<file path="src/rtl/tick_timer_pkg.sv">
package tick_timer_pkg;
  localparam int unsigned DATA_W   = 32;
  localparam int unsigned BIT_RUN  = 0;
  localparam int unsigned BIT_IRQE = 1;
  localparam int unsigned BIT_FAST = 2;
  localparam int unsigned BIT_FLAG = 16;

  typedef enum logic [1:0] {
    W_CTRL  = 2'd0,
    W_START = 2'd1,
    W_LIVE  = 2'd2,
    W_CALIB = 2'd3
  } word_e;

  typedef struct packed {
    logic fast;
    logic irq_en;
    logic run;
  } ctrl_t;
endpackage

</file>
<file path="src/rtl/tick_prescaler.sv">
module tick_prescaler #(
  parameter int unsigned PSC_W = 3
) (
  input  logic clk,
  input  logic rst,
  input  logic restart,
  output logic slow_tick
);
  logic [PSC_W-1:0] psc;

  always_ff @(posedge clk) begin
    if (rst || restart) psc <= '0;
    else                psc <= psc + PSC_W'(1);
  end

  assign slow_tick = (psc == '1);

  // slow ticks are never back to back
  a_r9_slow_spacing: assert property (@(posedge clk) disable iff (rst)
    slow_tick |=> !slow_tick);
  // a restart puts the first tick a full period away
  a_r9_restart_gap: assert property (@(posedge clk) disable iff (rst)
    restart |=> !slow_tick);
endmodule

</file>
<file path="src/rtl/tick_regs.sv">
module tick_regs
  import tick_timer_pkg::*;
#(
  parameter int unsigned CNT_W       = 24,
  parameter logic [31:0] CALIB_VALUE = 32'hC000_0000
) (
  input  logic              clk,
  input  logic              rst,
  input  logic              sel,
  input  logic              wr,
  input  logic [1:0]        word,
  input  logic [DATA_W-1:0] wdata,
  input  logic [CNT_W-1:0]  live,
  input  logic              flag,
  output ctrl_t             ctrl,
  output logic [CNT_W-1:0]  start_val,
  output logic              run_start,
  output logic              live_clear,
  output logic              ctrl_read,
  output logic [DATA_W-1:0] rdata
);
  word_e             wsel;
  logic              do_wr, do_rd;
  logic [DATA_W-1:0] rd_mux;
  logic              unused_hi;

  assign wsel       = word_e'(word);
  assign do_wr      = sel && wr;
  assign do_rd      = sel && !wr;
  assign run_start  = do_wr && (wsel == W_CTRL) && wdata[BIT_RUN] && !ctrl.run;
  assign live_clear = do_wr && (wsel == W_LIVE);
  assign ctrl_read  = do_rd && (wsel == W_CTRL);
  assign unused_hi  = ^wdata[DATA_W-1:CNT_W];

  always_comb begin
    rd_mux = '0;
    unique case (wsel)
      W_CTRL: begin
        rd_mux[BIT_RUN]  = ctrl.run;
        rd_mux[BIT_IRQE] = ctrl.irq_en;
        rd_mux[BIT_FAST] = ctrl.fast;
        rd_mux[BIT_FLAG] = flag;
      end
      W_START: rd_mux = DATA_W'(start_val);
      W_LIVE:  rd_mux = DATA_W'(live);
      W_CALIB: rd_mux = CALIB_VALUE;
      default: rd_mux = '0;
    endcase
  end

  always_ff @(posedge clk) begin
    if (rst) begin
      ctrl      <= '0;
      start_val <= '0;
      rdata     <= '0;
    end else begin
      if (do_wr && wsel == W_CTRL) begin
        ctrl.run    <= wdata[BIT_RUN];
        ctrl.irq_en <= wdata[BIT_IRQE];
        ctrl.fast   <= wdata[BIT_FAST];
      end
      if (do_wr && wsel == W_START) start_val <= wdata[CNT_W-1:0];
      if (do_rd) rdata <= rd_mux;
    end
  end

  // calibration reads are constant
  a_r3_calib_const: assert property (@(posedge clk) disable iff (rst)
    (do_rd && wsel == W_CALIB) |=> (rdata == CALIB_VALUE));
  // read data holds between reads
  a_r2_rdata_hold: assert property (@(posedge clk) disable iff (rst)
    !do_rd |=> $stable(rdata));
  // a control read reports the flag seen in its own cycle
  a_r5_flag_report: assert property (@(posedge clk) disable iff (rst)
    ctrl_read |=> (rdata[BIT_FLAG] == $past(flag)));
endmodule

</file>
<file path="src/rtl/tick_counter.sv">
module tick_counter #(
  parameter int unsigned CNT_W = 24
) (
  input  logic             clk,
  input  logic             rst,
  input  logic             run,
  input  logic             irq_en,
  input  logic             fast,
  input  logic             slow_tick,
  input  logic [CNT_W-1:0] start_val,
  input  logic             live_clear,
  input  logic             ctrl_read,
  output logic [CNT_W-1:0] live,
  output logic             flag,
  output logic             irq
);
  logic step, hit_zero;

  assign step     = run && (fast || slow_tick);
  assign hit_zero = step && (live == CNT_W'(1)) && !live_clear;

  always_ff @(posedge clk) begin
    if (rst) begin
      live <= '0;
      flag <= 1'b0;
      irq  <= 1'b0;
    end else begin
      if (live_clear)        live <= '0;
      else if (step) begin
        if (live == '0)      live <= start_val;
        else                 live <= live - CNT_W'(1);
      end
      if (live_clear)        flag <= 1'b0;
      else if (hit_zero)     flag <= 1'b1;
      else if (ctrl_read)    flag <= 1'b0;
      irq <= hit_zero && irq_en;
    end
  end

  // a step on a nonzero count decrements by one
  a_r4_decrement: assert property (@(posedge clk) disable iff (rst)
    (step && live != '0 && !live_clear) |=> (live == $past(live) - CNT_W'(1)));
  // no step while disabled
  a_r4_hold_off: assert property (@(posedge clk) disable iff (rst)
    (!run && !live_clear) |=> $stable(live));
  // the request never follows a disabled cycle
  a_r6_irq_needs_run: assert property (@(posedge clk) disable iff (rst)
    irq |-> $past(run));
  // the request lasts one cycle
  a_r6_irq_single: assert property (@(posedge clk) disable iff (rst)
    irq |=> !irq);
  // a live-count write clears state without a request
  a_r7_live_clear: assert property (@(posedge clk) disable iff (rst)
    live_clear |=> (live == '0 && !flag && !irq));
  // a zero start value parks the count
  a_r8_park_zero: assert property (@(posedge clk) disable iff (rst)
    (step && live == '0 && start_val == '0 && !live_clear) |=> (live == '0));
  // the set beats a concurrent read
  a_r10_set_wins: assert property (@(posedge clk) disable iff (rst)
    (step && live == CNT_W'(1) && !live_clear) |=> flag);
endmodule

</file>
<file path="src/rtl/tick_timer_top.sv">
module tick_timer_top
  import tick_timer_pkg::*;
#(
  parameter int unsigned CNT_W       = 24,
  parameter int unsigned PSC_W       = 3,
  parameter logic [31:0] CALIB_VALUE = 32'hC000_0000
) (
  input  logic        clk,
  input  logic        rst,
  input  logic        bus_sel,
  input  logic        bus_wr,
  input  logic [1:0]  bus_word,
  input  logic [31:0] bus_wdata,
  output logic [31:0] bus_rdata,
  output logic        irq_pulse
);
  ctrl_t            ctrl;
  logic [CNT_W-1:0] start_val, live;
  logic             flag, run_start, live_clear, ctrl_read, slow_tick;

  tick_regs #(.CNT_W(CNT_W), .CALIB_VALUE(CALIB_VALUE)) u_regs (
    .clk(clk), .rst(rst), .sel(bus_sel), .wr(bus_wr), .word(bus_word),
    .wdata(bus_wdata), .live(live), .flag(flag), .ctrl(ctrl),
    .start_val(start_val), .run_start(run_start), .live_clear(live_clear),
    .ctrl_read(ctrl_read), .rdata(bus_rdata)
  );

  tick_prescaler #(.PSC_W(PSC_W)) u_psc (
    .clk(clk), .rst(rst), .restart(run_start), .slow_tick(slow_tick)
  );

  tick_counter #(.CNT_W(CNT_W)) u_cnt (
    .clk(clk), .rst(rst), .run(ctrl.run), .irq_en(ctrl.irq_en),
    .fast(ctrl.fast), .slow_tick(slow_tick), .start_val(start_val),
    .live_clear(live_clear), .ctrl_read(ctrl_read), .live(live),
    .flag(flag), .irq(irq_pulse)
  );
endmodule

</file>
<file path="config.mk">
export PLATFORM = sky130hd
export DESIGN_NAME = tick_timer_top
export DESIGN_NICKNAME = d
export VERILOG_FILES = /design/src/rtl/tick_timer_pkg.sv /design/src/rtl/tick_prescaler.sv /design/src/rtl/tick_regs.sv /design/src/rtl/tick_counter.sv /design/src/rtl/tick_timer_top.sv
export SDC_FILE = /design/constraint.sdc
export NUM_CORES = 1
export LEC_CHECK = 0
export ABC_AREA = 0
export BUFFER_PORTS_ARGS = -buffer_cell sky130_fd_sc_hd__buf_2
export CAP_MARGIN = 20
export CORE_AREA = 10 10 128 130
export DETAILED_ROUTE_END_ITERATION = 16
export DIE_AREA = 0 0 138 140
export MAX_ROUTING_LAYER = met4
export PLACE_DENSITY_LB_ADDON = 0.25
export SLEW_MARGIN = 5
export SYNTH_ARGS = -nofsm -noshare
export SYNTH_HDL_FRONTEND = slang
export SYNTH_HIERARCHICAL = 1
export SYNTH_SLANG_ARGS = --single-unit
</file>
<file path="constraint.sdc">
create_clock -name clk -period 1.9 [get_ports clk]
set_clock_uncertainty 0.15 [all_clocks]
set_input_delay 0.095 -clock clk [delete_from_list [all_inputs] [get_ports clk]]
set_output_delay 0.095 -clock clk [all_outputs]
set_load 0.005 [all_outputs]
</file>
==> metrics.cfg <==
[outcome]
outcome=finished with violations
violations=negative setup slack

[clock_tree]
cts_tree=built
clkLatencyLatePin_ns=0.34
cts_root_buf=clkbuf_16
htreeDepth=3
clk_pin_slew_ns=0.06
cts_sinks=81
cts-buffers-inserted=9
cts.path.max_buffers=2

[flow_run]
maxCapViolCount=0

[yosys]
synth_cell_type_count=66
synth-main-ff-cell=dfxtp_1
yosys_warnings=6
synth_seq_cells=81
synthArstFlopShare_pct=0
yosysTopAreaCellShare_pct=39.6
synth_edf_count=0
synth-seq-area-share_pct=39.6
yosysTopAreaCell=dfxtp_1
syn_avg_cell_area_um2=8.58
synth_area_leaders=dfxtp_1, nand2_1, a22o_1, a22oi_1, nor2_1
synthCells=477
syn_area_um2=4090

[routing]
drc=0
routed_wl_um=13500
routed_via_density=5.00
via_count=4066
initialDrtViolationCount=255
routedWlPerCell_um=16.6
antenna_left=0
firstDrtPassIters=6

[critical_path]
cp.required_ns=1.98
crit_arrival_ns=2.03
crit_slowest_cell=dfxtp_4
critPathKind=reg -> reg
r2r_slack_ns=-0.06
endpoint_kind=register
crit_fanout=4
start_kind=register
max_stage_delay_ns=0.36
cp_cell_sequence=nor4_4, nand4_1, or2_4, mux2_4, a32o_1

[layout]
layout-drive-gt1-share_pct=38.4
fillers=1398
nNetsFinal=676
multi_input_area_um2=2470
area_delta_synth_final_pct=45.5
ff_latch_area_um2=1640
final_cells=813
diodes=0

[timing]
tightest_slew_ns=0.612
hold_viol=0
timing.final.crit_period_ns=1.96
slew_viol_final=0
finalSetupViolCount=12
max_slew_margin_pct=59.2
hold_ws_ns=0.0128
layout_setup_ws_ns=-0.0558
rsz0062_at_grt=yes
post-route-period-util_pct=103
fmax_mhz=511

[floorplan]
core_area_um2=13800
die_h_um=140
pin_count=71
start_util_pct=29.7
die_area_um2=19300
placement_rows=43
die-width_um=138

[pwr]
irDropWorstVdd_v=0.000361
power_per_cell_area_nw_per_um2=627
p_leak_nw=2.41

[placed_design]
placed_cells=760
place.gp.congestion=0.905
hpwl_um=9670
pre_cts_slack_ns=-0.142
io_buffers=56

[grt]
grt_pass1_wl_um=21900
grt_pass1_vias=4197
overflow=0
grtUsageTotal_pct=13.9
antenna_found_initial=0
grt_max_degree=57

[min_path]
hold_path_class=in -> reg

synth_stat cells, types with 4 or more instances:
cell	n
dfxtp_1	81
nand2_1	73
nor2_1	40
a21oi_1	28
a22oi_1	21
a22o_1	20
buf_2	14
nor3_1	13
inv_1	12
mux2i_1	12
a21oi_2	11
clkbuf_1	11
ha_1	10
nand3_1	10
buf_4	9
o21ai_0	7
o22ai_1	7
a221oi_1	6
a31oi_1	6
nor3b_1	5
nor4_1	5
or3_1	5
a211o_1	4
and3_1	4
timing repair:
| action | CTS | global route |
|---|---|---|
| pin swaps | 5 | 13 |
| setup buffers | 10 | 3 |
| hold buffers | 24 | 0 |
| endpoints found under the setup margin | 23 | 25 |
| gates resized for setup | 34 | 39 |
| endpoints found under the hold margin | 27 | 0 |
flip-flops by register name, indices dropped and copies added, names as in the netlist:
| name | cells |
|---|---|
| u_regs/start_val | 24 |
| u_regs/rdata | 25 |
| u_regs/ctrl | 3 |
| u_psc/psc | 3 |
| u_cnt/irq | 1 |
| u_cnt/live | 24 |
| u_cnt/flag | 1 |
layout make-up:
class / count / area share [%]
Multi-Input combinational cell: 348 / 41.5
Sequential cell: 81 / 27.5
Timing Repair Buffer: 176 / 21.6
Clock buffer: 13 / 4.20
Tap cell: 180 / 3.78
Inverter: 12 / 0.798
Clock inverter: 3 / 0.672
critical path: cells and delay by family, from the launching register on:
| family | cells | cell delay, ns |
|---|---|---|
| mux | 1 | 0.30 |
| compound gates | 1 | 0.21 |
| flops | 1 | 0.36 |
| simple gates | 3 | 0.83 |
final timing paths:
| path | end | start | cells past startpoint |
|---|---|---|---|
| worst max-delay path | u_cnt/live[2] | u_cnt/live[7] | 5 |
| worst min register to register | u_psc/psc[0] | u_psc/psc[0] | 1 |
| worst max register to register | u_cnt/live[2] | u_cnt/live[7] | 5 |
| worst min-delay path | u_regs/rdata[30] | bus_word[1] | 4 |
per-stage QoR:
step | power, mW | utilization [%] | setup TNS [ns] | cell area, um^2
after detailed placement | 2.01 | 36.4 | -1.36 | 5020
final | 3.73 | 43.2 | -0.253 | 5960
after floorplan | 1.91 | - | -0.0361 | 4130
after global placement | 2.00 | 36.4 | -0.472 | 5020
after global routing | 3.89 | 43.2 | -2.17 | 5960
after CTS | 3.79 | 41.9 | -0.116 | 5770
metal layers:
| layer | vias to the layer above | global-route usage [%] | wire length [um] |
|---|---|---|---|
| li1 | 2022 | - | - |
| met1 | 1944 | 17.0 | 6350 |
| met2 | 92 | 22.6 | 6470 |
| met3 | 8 | 3.01 | 531 |
| met4 | 0 | 3.88 | 104 |
| met5 | - | - | 0 |
placed cells by master (no fill, tap or decap), types with 5 or more instances in the layout:
cell           synthesis  layout
a21oi_1               28      24
a21oi_2               11      15
a22o_1                20      20
a22oi_1               21      20
a31oi_1                6       6
buf_2                 14      56
buf_4                  9      89
buf_6                  3       5
clkbuf_16              0       9
conb_1                 1       6
dfxtp_1               81      74
dfxtp_2                0       5
dlygate4sd3_1          0      24
ha_1                  10       7
inv_1                 12      10
mux2i_1               12      11
nand2_1               73      70
nand3_1               10      10
nor2_1                40      39
nor3_1                13      10
o22ai_1                7       7
power breakdown:
group,switching (mW),total (mW),leakage (nW),internal [mW]
sequential,0.0172,1.73,0.658,1.72
combinational,0.152,0.277,1.61,0.125
clock,0.671,1.72,0.144,1.05
total,0.841,3.73,2.41,2.89
cells by family after synthesis:
logic type / synth area share, %
AND/OR/NAND/NOR: 22.9
AO/OA/AOI/OAI: 23.8
flip-flops: 39.6
buffers and inverters: 7.21
multiplexers: 3.30
adder cells (fa/ha/maj): 3.06
other: 0.0916
(Power assumes the default switching activity.)
